File: src/rtl/lpa_pkg.sv
package lpa_pkg;
  localparam int unsigned IDXW = 5;
  localparam logic [IDXW-1:0] ZR_IDX = 5'd31;
  localparam logic [10:0] OPC_HI  = 11'b11011001010;
  localparam logic [5:0]  OPC_MID = 6'b010110;

  localparam int unsigned OVL_IS_UNDEF = 0;
  localparam int unsigned OVL_IS_NOP   = 1;
  localparam int unsigned OVL_IS_UNK   = 2;

  typedef enum logic [1:0] {ST_IDLE, ST_REQ, ST_RSP, ST_FIN} st_e;

  typedef struct packed {
    logic ok;
    logic nop;
    logic undef;
    logic spf;
    logic busf;
  } outc_t;

  typedef struct packed {
    logic            match;
    logic [IDXW-1:0] dst_a;
    logic [IDXW-1:0] dst_b;
    logic [IDXW-1:0] base;
    logic            acq;
    logic            tagchk;
    logic            same;
  } dec_t;
endpackage

File: src/rtl/lpa_decode.sv
module lpa_decode
  import lpa_pkg::*;
(
  input  logic [31:0] word,
  output dec_t        dec
);
  always_comb begin
    dec.match  = (word[31:21] == OPC_HI) && (word[15:10] == OPC_MID);
    dec.dst_b  = word[20:16];
    dec.base   = word[9:5];
    dec.dst_a  = word[4:0];
    dec.acq    = (dec.dst_a != ZR_IDX) && (dec.dst_b != ZR_IDX);
    dec.tagchk = (dec.base != ZR_IDX);
    dec.same   = (dec.dst_a == dec.dst_b);
  end
endmodule

File: src/rtl/lpa_split.sv
module lpa_split #(
  parameter int unsigned XLEN = 64
) (
  input  logic [2*XLEN-1:0] line,
  input  logic              swap,
  output logic [XLEN-1:0]   first,
  output logic [XLEN-1:0]   second
);
  logic [XLEN-1:0] lo_half, hi_half;
  assign lo_half = line[XLEN-1:0];
  assign hi_half = line[2*XLEN-1:XLEN];
  assign first   = swap ? hi_half : lo_half;
  assign second  = swap ? lo_half : hi_half;
endmodule

File: src/rtl/lpa_ctrl.sv
module lpa_ctrl
  import lpa_pkg::*;
#(
  parameter int unsigned     XLEN     = 64,
  parameter int unsigned     OVL_MODE = OVL_IS_UNK,
  parameter logic [XLEN-1:0] UNK_VAL  = {(XLEN/4){4'hA}}
) (
  input  logic              clk,
  input  logic              rst_n,
  input  dec_t              dec,
  input  logic              feat_en,
  input  logic              big_endian,
  input  logic              sp_align_en,
  input  logic [XLEN-1:0]   sp_value,
  input  logic [XLEN-1:0]   rf_rd_data,
  input  logic              instr_valid,
  output logic              instr_ready,
  output logic              mem_req_valid,
  input  logic              mem_req_ready,
  output logic [XLEN-1:0]   mem_req_addr,
  output logic              mem_req_acquire,
  output logic              mem_req_tagchk,
  input  logic              mem_rsp_valid,
  input  logic [2*XLEN-1:0] mem_rsp_data,
  input  logic              mem_rsp_err,
  output logic              wr0_en,
  output logic [IDXW-1:0]   wr0_idx,
  output logic [XLEN-1:0]   wr0_data,
  output logic              wr1_en,
  output logic [IDXW-1:0]   wr1_idx,
  output logic [XLEN-1:0]   wr1_data,
  output logic              done,
  output outc_t             outc
);
  localparam int unsigned LINE_W   = 2 * XLEN;
  localparam int unsigned ALIGN_LS = $clog2(LINE_W / 8);

  st_e             st;
  logic [IDXW-1:0] dst_a_q, dst_b_q;
  logic            same_q, swap_q, acq_q, tag_q;
  logic [XLEN-1:0] addr_q;
  logic [LINE_W-1:0] line_q;
  outc_t           outc_q;

  logic            accept, e_undef, e_nop, e_spf, e_go;
  logic [XLEN-1:0] base_val;
  logic [XLEN-1:0] half_a, half_b;

  assign accept   = (st == ST_IDLE) && instr_valid;
  assign base_val = dec.tagchk ? rf_rd_data : sp_value;

  always_comb begin
    e_undef = !dec.match || !feat_en || (dec.same && OVL_MODE == OVL_IS_UNDEF);
    e_nop   = !e_undef && dec.same && (OVL_MODE == OVL_IS_NOP);
    e_spf   = !e_undef && !e_nop && !dec.tagchk && sp_align_en &&
              (|sp_value[ALIGN_LS-1:0]);
    e_go    = !(e_undef || e_nop || e_spf);
  end

  always_ff @(posedge clk) begin
    if (!rst_n) begin
      st      <= ST_IDLE;
      outc_q  <= '0;
      dst_a_q <= '0;
      dst_b_q <= '0;
      same_q  <= 1'b0;
      swap_q  <= 1'b0;
      acq_q   <= 1'b0;
      tag_q   <= 1'b0;
      addr_q  <= '0;
      line_q  <= '0;
    end else begin
      unique case (st)
        ST_IDLE: if (accept) begin
          dst_a_q <= dec.dst_a;
          dst_b_q <= dec.dst_b;
          same_q  <= dec.same;
          swap_q  <= big_endian;
          acq_q   <= dec.acq;
          tag_q   <= dec.tagchk;
          addr_q  <= base_val;
          if (e_go) st <= ST_REQ;
          else begin
            st     <= ST_FIN;
            outc_q <= '{ok: 1'b0, nop: e_nop, undef: e_undef, spf: e_spf, busf: 1'b0};
          end
        end
        ST_REQ: if (mem_req_ready) st <= ST_RSP;
        ST_RSP: if (mem_rsp_valid) begin
          st     <= ST_FIN;
          line_q <= mem_rsp_data;
          outc_q <= '{ok: !mem_rsp_err, nop: 1'b0, undef: 1'b0, spf: 1'b0, busf: mem_rsp_err};
        end
        ST_FIN: begin
          st     <= ST_IDLE;
          outc_q <= '0;
        end
        default: st <= ST_IDLE;
      endcase
    end
  end

  lpa_split #(.XLEN(XLEN)) u_split (
    .line   (line_q),
    .swap   (swap_q),
    .first  (half_a),
    .second (half_b)
  );

  logic unk_q;
  assign unk_q = same_q && (OVL_MODE == OVL_IS_UNK);

  assign instr_ready     = (st == ST_IDLE);
  assign mem_req_valid   = (st == ST_REQ);
  assign mem_req_addr    = addr_q;
  assign mem_req_acquire = acq_q;
  assign mem_req_tagchk  = tag_q;
  assign done            = (st == ST_FIN);
  assign outc            = outc_q;
  assign wr0_en          = done && outc_q.ok && (dst_a_q != ZR_IDX);
  assign wr1_en          = done && outc_q.ok && (dst_b_q != ZR_IDX);
  assign wr0_idx         = dst_a_q;
  assign wr1_idx         = dst_b_q;
  assign wr0_data        = unk_q ? UNK_VAL : half_a;
  assign wr1_data        = unk_q ? UNK_VAL : half_b;

  p_one_outcome_r11: assert property (@(posedge clk) disable iff (!rst_n)
    done |-> $countones(outc) == 1);
  p_quiet_outcome_r11: assert property (@(posedge clk) disable iff (!rst_n)
    !done |-> $countones(outc) == 0);
  p_req_hold_r10: assert property (@(posedge clk) disable iff (!rst_n)
    (mem_req_valid && !mem_req_ready) |=>
      (mem_req_valid && $stable(mem_req_addr) && $stable(mem_req_acquire) && $stable(mem_req_tagchk)));
  p_ready_idle_r10: assert property (@(posedge clk) disable iff (!rst_n)
    instr_ready |-> (!mem_req_valid && !done));
  p_zr_skip_r9: assert property (@(posedge clk) disable iff (!rst_n)
    (wr0_en || wr1_en) |-> ((!wr0_en || wr0_idx != ZR_IDX) && (!wr1_en || wr1_idx != ZR_IDX)));
  p_wr_after_rsp_r9: assert property (@(posedge clk) disable iff (!rst_n)
    (wr0_en || wr1_en) |-> ($past(mem_rsp_valid) && !$past(mem_rsp_err) && outc.ok));
  p_err_no_write_r8: assert property (@(posedge clk) disable iff (!rst_n)
    outc.busf |-> (!wr0_en && !wr1_en));
endmodule

File: src/rtl/lpa_unit.sv
module lpa_unit
  import lpa_pkg::*;
#(
  parameter int unsigned     XLEN     = 64,
  parameter int unsigned     OVL_MODE = OVL_IS_UNK,
  parameter logic [XLEN-1:0] UNK_VAL  = {(XLEN/4){4'hA}}
) (
  input  logic              clk,
  input  logic              rst_n,
  input  logic              feat_en,
  input  logic              big_endian,
  input  logic              sp_align_en,
  input  logic [XLEN-1:0]   sp_value,
  input  logic              instr_valid,
  output logic              instr_ready,
  input  logic [31:0]       instr_word,
  output logic [IDXW-1:0]   rf_rd_idx,
  input  logic [XLEN-1:0]   rf_rd_data,
  output logic              mem_req_valid,
  input  logic              mem_req_ready,
  output logic [XLEN-1:0]   mem_req_addr,
  output logic              mem_req_acquire,
  output logic              mem_req_tagchk,
  input  logic              mem_rsp_valid,
  input  logic [2*XLEN-1:0] mem_rsp_data,
  input  logic              mem_rsp_err,
  output logic              wr0_en,
  output logic [IDXW-1:0]   wr0_idx,
  output logic [XLEN-1:0]   wr0_data,
  output logic              wr1_en,
  output logic [IDXW-1:0]   wr1_idx,
  output logic [XLEN-1:0]   wr1_data,
  output logic              done,
  output logic              res_ok,
  output logic              res_nop,
  output logic              res_undef,
  output logic              res_sp_fault,
  output logic              res_bus_fault
);
  dec_t  dec;
  outc_t outc;

  lpa_decode u_dec (
    .word (instr_word),
    .dec  (dec)
  );

  assign rf_rd_idx = dec.base;

  lpa_ctrl #(.XLEN(XLEN), .OVL_MODE(OVL_MODE), .UNK_VAL(UNK_VAL)) u_ctrl (
    .clk             (clk),
    .rst_n           (rst_n),
    .dec             (dec),
    .feat_en         (feat_en),
    .big_endian      (big_endian),
    .sp_align_en     (sp_align_en),
    .sp_value        (sp_value),
    .rf_rd_data      (rf_rd_data),
    .instr_valid     (instr_valid),
    .instr_ready     (instr_ready),
    .mem_req_valid   (mem_req_valid),
    .mem_req_ready   (mem_req_ready),
    .mem_req_addr    (mem_req_addr),
    .mem_req_acquire (mem_req_acquire),
    .mem_req_tagchk  (mem_req_tagchk),
    .mem_rsp_valid   (mem_rsp_valid),
    .mem_rsp_data    (mem_rsp_data),
    .mem_rsp_err     (mem_rsp_err),
    .wr0_en          (wr0_en),
    .wr0_idx         (wr0_idx),
    .wr0_data        (wr0_data),
    .wr1_en          (wr1_en),
    .wr1_idx         (wr1_idx),
    .wr1_data        (wr1_data),
    .done            (done),
    .outc            (outc)
  );

  assign res_ok        = outc.ok;
  assign res_nop       = outc.nop;
  assign res_undef     = outc.undef;
  assign res_sp_fault  = outc.spf;
  assign res_bus_fault = outc.busf;
endmodule

File: config.mk
export PLATFORM = sky130hd
export DESIGN_NAME = lpa_unit
export DESIGN_NICKNAME = d
export VERILOG_FILES = /design/src/rtl/lpa_pkg.sv /design/src/rtl/lpa_decode.sv /design/src/rtl/lpa_split.sv /design/src/rtl/lpa_ctrl.sv /design/src/rtl/lpa_unit.sv
export SDC_FILE = /design/constraint.sdc
export NUM_CORES = 1
export LEC_CHECK = 0
export BUFFER_PORTS_ARGS = -buffer_cell sky130_fd_sc_hd__buf_2
export CAP_MARGIN = 40
export CORE_AREA = 2 2 199 201
export CTS_CLUSTER_SIZE = 28
export DETAILED_ROUTE_END_ITERATION = 6
export DIE_AREA = 0 0 201 203
export GPL_ROUTABILITY_DRIVEN = 0
export SYNTH_ARGS = -nofsm -noshare
export SYNTH_HDL_FRONTEND = slang
export SYNTH_HIERARCHICAL = 1
export SYNTH_SLANG_ARGS = --single-unit
export TNS_END_PERCENT = 50
File: constraint.sdc
create_clock -name clk -period 4.6 [get_ports clk]
set_input_delay 0.46 -clock clk [delete_from_list [all_inputs] [get_ports clk]]
set_output_delay 0.46 -clock clk [all_outputs]
set_load 0.03 [all_outputs]
==> impl_results.md <==
* Final setup fails at 0
* Final min period at 2900 ps
* Wirelength, routed at 38100 um
* Initial antenna violation count at 13
* Clk_skew at around 17 ps
* CP cell instances: buf_12 > mux2_2 > or2_1 > buf_2
* Worst EP required at 4140 ps
* Largest net degree at the start of global routing at 129
* Setup_tns at 0 ps
* Post-CTS Hold Fix Bufs at 0
* Commonest non-fill, non-tap cell in the layout: buf_2
* Synth warnings at 6
* Final Max Tran Viols at 0
* Final period utilization at 63.1%
* Crit path largest cell delay at 650 ps
* Post-DP Area at around 14000 sq um
* Critical path depth at 4
* Critical path startpoint category: flop
* Worst Tran Pin Value at just under 900 ps
* Post-synthesis sequential area ratio at 39.3%
* Peak supply drop at around 0.31 mV
* CP max FO at 73
* Synth Area per Inst at about 8.4 sq um
* Clk Latency, worst-skew pair at 530 ps
* Port bufs at just over 500
* Relative slew slack at between 40% and 50%
* Root Driver: clkbuf_16
* DRT Pass-1 Iters at 4
* R2r startpoint: u_ctrl/st[1]
* Dpl hpwl at 28200 um
* Synth Instances at 1278
* Synth-to-Final Area Change at 33.8%
* H-tree levels at 1
* Clk buf depth at 3
* Setup ws final at 1700 ps
* Crit end category: primary output
* Simple-gate share of the synthesized area at 21.9%
* Die width at 201 um
* NumNets Final at 2012
* Critical path type: flop to primary output
* Synth Register Bits at roughly 210
* Worst Min Path Start: mem_rsp_data[73]
* Outcome: finished clean
* IO Pins at between 500 and 600
* Initial Util at 28.1%
* Placed cell count at 2199
* Vias per cell at 4.65
* Rows at 72
* Vias in the first global route at 10217
* Post-CTS setup buffer count at 0
* Static Leakage at around 7.2 nW
* Worst Setup EP: wr1_data[29]
* Slowest stage cell on the critical path: dfxtp_4
* Fin area at approximately 14000 sq um
* Synth unique cells at 42
* Total number of vias at 10479
* Leading area contributor after synthesis: dfxtp_1
* Max Cap Viol at 0
* DRC at 0
* Worst hold slack at 159 ps
* Cts repair resizes at 0
* Fill cells at ~4100
* Pwr/cell area at ~500 nW/um^2
* Largest family of logic cells by synthesized area: simple AND/OR/NAND/NOR gates
* Critical path buffers and inverters at 2
* Multiplexer area fraction after synthesis at 19.5%
* Worst slack at placement at 2230 ps
* Reg clk slew, reported paths at roughly 60 ps
* Reg-to-Reg End: u_ctrl/mem_req_addr[20]
* CTS tree: built
* Synthesized Nets at 1581
* Grt ovf at 0
* Floorplan Core Area at 38500 sq um
* TritonCTS buffer count at 26
* DIE HEIGHT at 203 um
* Crit path launch: u_ctrl/swap_q
* Reg-to-reg slack, setup at 2210 ps
* Share of the synthesized area in the top cell type at approximately 39%
* Total power at just over 7 mW
* Wire length per cell after detailed routing at 16.9 um
* Top cell family by delay on the critical path: flip-flops
* Total GRT Usage at between 15 and 20%
* Fmax at 344 MHz
* Layout cell share with drive strength beyond 1 at 41.3%
* Die area at ~41000 sq um
* Critical path arrival at 2440 ps
* Largest cells by area after synthesis: dfxtp_1, mux2_2, nand2_1
* Worst r2r path cells at 6
* RSZ-0062 raised after global routing: false
* Sink Count at 212
* Synth Area in Compound Gates at about an eighth
* Final Hold Fails at 0
* Post-Synth Adder-Cell Area at 0.695%
* Most frequent cells in the layout: buf_2, nand2_1, dfxtp_1
* Synth Area in XOR/XNOR at 0.406%
* Fin cells at 2252
* First-pass GRT wire length at 57300 um
* DRT antenna net count at 0
* Synth Cell Area at 10800 sq um
* Final core occ at 37.6%
* Worst hold path type: input port to flop
* Initial DRC Count at 328
[worst min-delay path by stage]
stage	to	slack (ps)	cells after the start
5_1_grt	u_ctrl/line_q[73]	130	3
3_5_place_dp	u_ctrl/mem_req_tagchk	450	2
2_1_floorplan	u_ctrl/line_q[0]	440	2
4_1_cts	u_ctrl/line_q[73]	120	3
6_report	u_ctrl/line_q[73]	160	3
3_3_place_gp	u_ctrl/mem_req_tagchk	440	2
[worst register-to-register path: stages (launching register included)]
cell      delay, ps
dfxtp_1         340
inv_1           150
ha_1            310
and2_4          670
buf_4           510
nor2_1           90
a211oi_1        230
[metal layers]
metal  share of wire, %  vias to the layer above  track usage (%)  wire length [um]
met2                 49                      375             31.4             18800
li1                   -                     5162                -                 -
met5               0.12                        -                0                44
met4                2.9                        8             5.50              1120
met1                 40                     4861             20.1             15200
met3                7.6                       73             5.38              2880
[cell usage after synthesis (all sizes together)]
cell	instances
inv	4
nor4b	2
nand3	7
xnor2	3
and2	3
o21ai	1
o21bai	1
nand4b	1
a211oi	64
a211o	2
and3	4
conb	1
xor2	2
nor4	1
or3b	1
nand3b	1
and2b	1
nor2	67
buf	50
nand4bb	1
mux2	128
nor2b	66
a31oi	3
nand2	294
a21oi	147
mux2i	66
or2	64
or4	1
clkbuf	70
dfxtp	212
a32o	1
ha	6
nor3	2
o22ai	1
[layout make-up]
| cell class | instances | area [sq um] | area share (%) |
|---|---|---|---|
| clock inverter | 15 | 180 | 1.25 |
| clock buffer | 33 | 748 | 5.18 |
| tap | 518 | 648 | 4.49 |
| timing repair buffer | 523 | 2690 | 18.6 |
| antenna | 5 | 12.5 | 0.0866 |
| sequential | 212 | 4250 | 29.4 |
| multi-input combinational | 942 | 5890 | 40.8 |
| inverter | 4 | 20.0 | 0.139 |
[logic make-up (layout without fill, tap and decap cells)]
logic type                 after synthesis  after routing
AOI/OAI and AO/OA                      220            220
xor gates and xnor gates                 5              5
adders and majority gates                6              6
buffers and inverters                  124            575
DFF                                    212            212
muxes                                  194            194
other                                    1              6
and+or+nand+nor                        516            516
[power by group]
| part | leakage (nW) | internal, mW | total (mW) | switching [mW] |
|---|---|---|---|---|
| clock network | 0.462 | 1.37 | 2.20 | 0.826 |
| registers | 1.73 | 2.17 | 2.40 | 0.230 |
| logic | 5.00 | 0.890 | 2.60 | 1.71 |
| total | 7.20 | 4.43 | 7.19 | 2.76 |
[state kept, by name, summed over array words and instances (netlist names)]
register,flops
u_ctrl/mem_req_addr,64
u_ctrl/swap_q,1
u_ctrl/mem_req_acquire,1
u_ctrl/wr0_idx,5
u_ctrl/wr1_idx,5
u_ctrl/mem_req_tagchk,1
u_ctrl/line_q,128
u_ctrl/same_q,1
u_ctrl/st,2
u_ctrl/outc,4
No activity file was read; power rests on OpenSTA's default activity.
